**src/rtl/rxfifo_idle_timer_pkg.sv**
```systemverilog
package rxfifo_idle_timer_pkg;
  // Strobes from the control to the datapath
  typedef struct packed {
    logic restart;  // zero both counters
    logic advance;  // count one 16x enable pulse
  } ctrlStrobes_t;
endpackage

```
**src/rtl/rxfifo_idle_timer_dp.sv**
```systemverilog
module rxfifo_idle_timer_dp
  import rxfifo_idle_timer_pkg::*;
#(
  parameter int TICKS_PER_BIT = 16,
  parameter int WLEN_W        = 2,
  parameter int MIN_WORD      = 5,
  parameter int SPAN_MUL      = 4,
  parameter int SPAN_ADD      = 12
) (
  input  logic              clk,
  input  logic              rstN,
  input  ctrlStrobes_t      strobes,
  input  logic [WLEN_W-1:0] wordLen,
  output logic              limitHit
);
  localparam int MAX_WORD  = MIN_WORD + (1 << WLEN_W) - 1;
  localparam int MAX_SPAN  = SPAN_MUL * MAX_WORD + SPAN_ADD;
  localparam int BIT_W     = $clog2(MAX_SPAN + 1);
  localparam int SUB_W     = (TICKS_PER_BIT > 1) ? $clog2(TICKS_PER_BIT) : 1;
  localparam logic [SUB_W-1:0] LAST_SUB = SUB_W'(TICKS_PER_BIT - 1);

  logic [SUB_W-1:0] subCnt;
  logic [BIT_W-1:0] bitCnt;
  logic [BIT_W-1:0] spanBits;
  logic             bitDone;

  // Span in bit times, from the programmed word length
  always_comb begin
    spanBits = BIT_W'(SPAN_MUL * (MIN_WORD + int'(wordLen)) + SPAN_ADD);
  end

  assign bitDone  = strobes.advance && (subCnt == LAST_SUB);
  assign limitHit = bitDone && (bitCnt == spanBits - BIT_W'(1));

  always_ff @(posedge clk or negedge rstN) begin
    if (!rstN) begin
      subCnt <= '0;
      bitCnt <= '0;
    end else if (strobes.restart) begin
      subCnt <= '0;
      bitCnt <= '0;
    end else if (strobes.advance) begin
      subCnt <= bitDone ? '0 : subCnt + SUB_W'(1);
      if (bitDone) bitCnt <= bitCnt + BIT_W'(1);
    end
  end
endmodule

```
**src/rtl/rxfifo_idle_timer_ctrl.sv**
```systemverilog
module rxfifo_idle_timer_ctrl
  import rxfifo_idle_timer_pkg::*;
(
  input  logic         clk,
  input  logic         rstN,
  input  logic         tick16,
  input  logic         fifoMode,
  input  logic         fifoNotEmpty,
  input  logic         stopMid,
  input  logic         fifoRead,
  input  logic         limitHit,
  output ctrlStrobes_t strobes,
  output logic         timeoutPending
);
  logic clearNow;

  // Any clear condition outranks a tick in the same cycle
  assign clearNow = !fifoMode || !fifoNotEmpty || stopMid || fifoRead;

  always_comb begin
    strobes.restart = clearNow;
    strobes.advance = tick16 && !clearNow && !timeoutPending;
  end

  always_ff @(posedge clk or negedge rstN) begin
    if (!rstN)         timeoutPending <= 1'b0;
    else if (clearNow) timeoutPending <= 1'b0;
    else if (limitHit) timeoutPending <= 1'b1;
  end
endmodule

```
**src/rtl/rxfifo_idle_timer.sv**
```systemverilog
module rxfifo_idle_timer
  import rxfifo_idle_timer_pkg::*;
#(
  parameter int TICKS_PER_BIT = 16,
  parameter int WLEN_W        = 2,
  parameter int MIN_WORD      = 5,
  parameter int SPAN_MUL      = 4,
  parameter int SPAN_ADD      = 12
) (
  input  logic              clk,
  input  logic              rstN,
  input  logic              tick16,
  input  logic [WLEN_W-1:0] wordLen,
  input  logic              fifoMode,
  input  logic              fifoNotEmpty,
  input  logic              stopMid,
  input  logic              fifoRead,
  output logic              timeoutPending
);
  ctrlStrobes_t strobes;
  logic         limitHit;

  rxfifo_idle_timer_ctrl u_ctrl (
    .clk            (clk),
    .rstN           (rstN),
    .tick16         (tick16),
    .fifoMode       (fifoMode),
    .fifoNotEmpty   (fifoNotEmpty),
    .stopMid        (stopMid),
    .fifoRead       (fifoRead),
    .limitHit       (limitHit),
    .strobes        (strobes),
    .timeoutPending (timeoutPending)
  );

  rxfifo_idle_timer_dp #(
    .TICKS_PER_BIT (TICKS_PER_BIT),
    .WLEN_W        (WLEN_W),
    .MIN_WORD      (MIN_WORD),
    .SPAN_MUL      (SPAN_MUL),
    .SPAN_ADD      (SPAN_ADD)
  ) u_dp (
    .clk      (clk),
    .rstN     (rstN),
    .strobes  (strobes),
    .wordLen  (wordLen),
    .limitHit (limitHit)
  );
endmodule

```
**config.mk**
```make
export PLATFORM = sky130hd
export DESIGN_NAME = rxfifo_idle_timer
export DESIGN_NICKNAME = d
export VERILOG_FILES = /design/src/rtl/rxfifo_idle_timer_pkg.sv /design/src/rtl/rxfifo_idle_timer_dp.sv /design/src/rtl/rxfifo_idle_timer_ctrl.sv /design/src/rtl/rxfifo_idle_timer.sv
export SDC_FILE = /design/constraint.sdc
export NUM_CORES = 1
export LEC_CHECK = 0
export ABC_AREA = 1
export BUFFER_PORTS_ARGS = -buffer_cell sky130_fd_sc_hd__buf_2
export CORE_MARGIN = 3
export CORE_UTILIZATION = 35
export CTS_BUF_LIST = sky130_fd_sc_hd__clkbuf_8
export DETAILED_ROUTE_END_ITERATION = 10
export MAX_ROUTING_LAYER = met4
export PLACE_DENSITY = 0.56
export SYNTH_ARGS = -nofsm -noshare
export SYNTH_HDL_FRONTEND = slang
export SYNTH_SLANG_ARGS = --single-unit
```
**constraint.sdc**
```tcl
create_clock -name clk -period 3.1 [get_ports clk]
set_input_delay 0.62 -clock clk [delete_from_list [all_inputs] [get_ports clk]]
set_output_delay 0.62 -clock clk [all_outputs]
set_load 0.05 [all_outputs]
```
==> key figures <==
Route
  – Met2 WL: ~670 um
  – Total DRC errors in the routed layout: 0
  – Total number of vias: between 600 and 700
  – Remaining number of nets flagged by the antenna check after routing: 0
  – Mean number of vias per cell: ~4.5
  – Violation count after the first detailed-routing iteration: 18
  – Pre-antenna DRT Iters: 4
  – Post-Route WL: between 1 and 1.5 mm
  – Top Layer Used: met4
  – Average wire length per cell after detail routing: around 10 um
  – Met1 wire length: roughly 730 um
  – Met3 WL post-DR: around 54 um

Critical path
  – Required time worst endpoint: between 2000 and 2500 ps
  – R2R Setup Slk: 1740 ps
  – Number of cells on the critical path: 1
  – Data arrival time of the critical path: roughly 860 ps
  – Slowest stage delay, CP: 360 ps
  – Number of cells on the worst reg-to-reg path: 6
  – Category of cells accounting for the largest share of critical-path delay: flip-flops
  – Worst Setup End Kind: primary output
  – CP Max Fanout: 3
  – Worst reg2reg endpoint: u_dp.bitCnt[2]
  – Crit path kind: reg -> out
  – Start of the worst register-to-register path: u_dp.subCnt[0]
  – Worst path buffer plus inverter count: 1
  – Cells traversed along the worst timing path: buf_2
  – Sort of element at the start of the critical path: flop
  – Cell at the slowest stage of the critical path: dfrtp_1

Yosys
  – Most frequent cell after synthesis: nand2_1
  – Ranking of synthesized cells by area: dfrtp_1 37%, nand2_1 17%, inv_1 7.5%, nand3_1 5.3%, ha_1 5.0%
  – Distinct cells, synth: 20
  – Count of synthesis-stage warnings from yosys: 0
  – Synthesized netlist net count: 115
  – Most frequent cells after synthesis: 35 x nand2_1, 15 x inv_1, 11 x dfrtp_1, 9 x nor2_1, 8 x nand3_1
  – Async S/R FF share, synth: 100%
  – Seq cells post-synth: 11
  – Sequential cell area fraction in the yosys report: between 30% and 40%
  – Most used flip-flop cell after synthesis: dfrtp_1
  – Number of synthesized flops with an enable pin: 0
  – Netlist area before placement: 752 um2
  – Synthesized area per cell: 7.30 um2
  – Post-synth top area cell: dfrtp_1
  – Synth top area share: around 37%
  – Count of mapped cells out of synthesis: roughly 100

GRT
  – Congestion Overflow GR: 0
  – Global-route wire length before repair: 2.50 mm
  – Number of global-route vias before repair: around 600
  – Pin count of the biggest net entering global routing: 12
  – Antenna violations before repair: 0
  – Overall routing resource usage: between 10% and 20%

STA
  – Maximum achievable frequency: around 670 MHz
  – Summed negative setup slack over all endpoints: 0 ps
  – Final Hold Vio Count: 0
  – Number of failing setup endpoints in the final timing report: 0
  – Slew Viols, Final: 0
  – Share of the cycle needed by the critical path after routing: around 48%
  – Worst slew pin tran: between 300 and 400 ps
  – Worst max-slew margin expressed relative to the limit: about 79%
  – Layout Skew: 2.66 ps
  – Setup repair after global routing missed its margin: false
  – Final critical path time including I/O delays and setup: 1480 ps

Die
  – Die ar.: ~0.0027 mm2
  – Initial standard-cell utilization of the core: a little under two fifths
  – Width of the die: between 50 and 60 um
  – Die height: 52.4 um
  – Area inside the core boundary: approximately 0.002 mm2
  – Number of rows created at floorplan: 16
  – Top-level port count: 10

Flow run
  – Max capacitance violation total: 0

Clocking
  – Number of buffers on the longest clock path: 2
  – Post-cts gate resize count: 0
  – Clock-pin slew reported for the worst setup and hold paths after clock tree synthesis: roughly 50 ps
  – Clock tree from TritonCTS: yes
  – Total setup buffers inserted after CTS: 0
  – Number of clock sinks: 11
  – CTS root buf: clkbuf_8
  – Number of H-tree levels: 1
  – CTS Hold Bufs: 0
  – Number of CTS-inserted buffers: 3
  – Clk Latency, worst-skew pair: about 240 ps

Placement
  – Cell count after placement: between 100 and 150
  – Global placer's final weighted congestion: approximately 0.76
  – Dpl hpwl: approximately 1.1 mm
  – Port Buf Inserts: 9

Cells and area
  – Proportion of layout cells with a drive suffix above 1: approximately a fifth
  – Count of placed standard cells in the final layout, fillers left out: between 100 and 150
  – Util after Layout: 43.2%
  – Number of diodes added for antenna fixing: 0
  – Number of nets in the layout: between 100 and 150
  – Signed area change from the synthesized netlist to the final layout: 15.0%
  – Fill cell count: approximately 200

Status
  – Status: finished, final reports clean

Pwr
  – Overall power: 0.310 mW
  – Reg power frac: between 40% and 50%
  – Combinational group share of total power: between 7 and 8%
  – Reported net switching power: 0.0706 mW
  – Relative contribution of the clock network to total power: 46.1%
  – Switching share of power: around 23%
  – Pint: ~0.24 mW
  – Power Dens Cells: 358 mW/mm2
  – Static Leakage: ~0.47 nW
  – Maximum resistive drop on vdd: roughly 0.00017 V

Worst hold path
  – Type of the tightest min-delay check: in -> async
==> cells by family (layout without fill, tap and decap cells) <==
family          Yosys count  count (layout)  share of synthesized area [%]
flops                    11              11                           36.6
buf+inv                  18              30                           9.98
xor+xnor                  1               1                           1.16
compound gates            8               8                           8.15
fa+ha+maj                 3               3                           4.99
simple gates             62              62                           39.1
==> sequential cells by signal (all words and copies together), names as in the netlist <==
name,cells
u_ctrl.timeoutPending,1
u_dp.bitCnt,6
u_dp.subCnt,4
==> stage by stage <==
step                setup slack, ps  hold slack, ps  area (um2)
floorplan                      1710             324         752
global placement               1520             489         820
detailed placement             1500             492         820
CTS                            1610             252         865
global route                   1580             267         865
finish                         1620             249         865
==> worst register-to-register path, cell delays in order, from the launching register on <==
cell and delay [ps]:
dfrtp_1 410, ha_1 270, nand3_4 140, o21ai_4 190, inv_2 100, nand2_1 80, o21ai_2 50
==> metal layers <==
| layer | vias to the layer above | global-route usage [%] |
|---|---|---|
| li1 | 347 | - |
| met1 | 282 | 16.2 |
| met2 | 8 | 19.0 |
| met3 | 3 | 3.42 |
| met4 | 0 | 6.38 |
| met5 | - | - |
==> power by group through the flow <==
stage	Sequential (mW)	Combinational (mW)	Clock, mW
2_1_floorplan	0.147	0.0132	0
3_3_place_gp	0.147	0.0223	0
3_5_place_dp	0.147	0.0228	0
4_1_cts	0.144	0.0229	0.148
5_1_grt	0.144	0.0264	0.155
6_report	0.144	0.0225	0.143
==> area by class of cell <==
cell class              instances  area (um2)  area share, %
clock inverters                 1        3.75          0.434
clock buffers                   3        41.3           4.78
multi-input cells              74         402           46.5
repair buffers                  9        45.0           5.21
flip-flops and latches         11         275           31.8
inverters                      17        63.8           7.38
well taps                      27        33.8           3.91
==> cells in the final DEF, fill, tap and decap left out, drive strengths merged <==
| master | synthesis | final |
|---|---|---|
| nand2 | 36 | 36 |
| inv | 17 | 18 |
| dfrtp | 11 | 11 |
| nor2 | 11 | 11 |
| buf | 1 | 9 |
| nand3 | 9 | 9 |
| o21ai | 6 | 6 |
| nand4 | 5 | 5 |
| ha | 3 | 3 |
| clkbuf | 0 | 3 |
| a21oi | 1 | 1 |
| xor2 | 1 | 1 |
| o21bai | 1 | 1 |
| or2 | 1 | 1 |
==> worst max-delay path by stage <==
stage | start | endpoint | slack [ps]
after CTS | u_ctrl.timeoutPending | timeoutPending | 1610
final | u_ctrl.timeoutPending | timeoutPending | 1620
after global placement | wordLen[0] | u_ctrl.timeoutPending | 1520
after detailed placement | wordLen[0] | u_ctrl.timeoutPending | 1500
after global routing | u_ctrl.timeoutPending | timeoutPending | 1580
after floorplan | wordLen[0] | u_ctrl.timeoutPending | 1710
(Power assumes the default switching activity.)
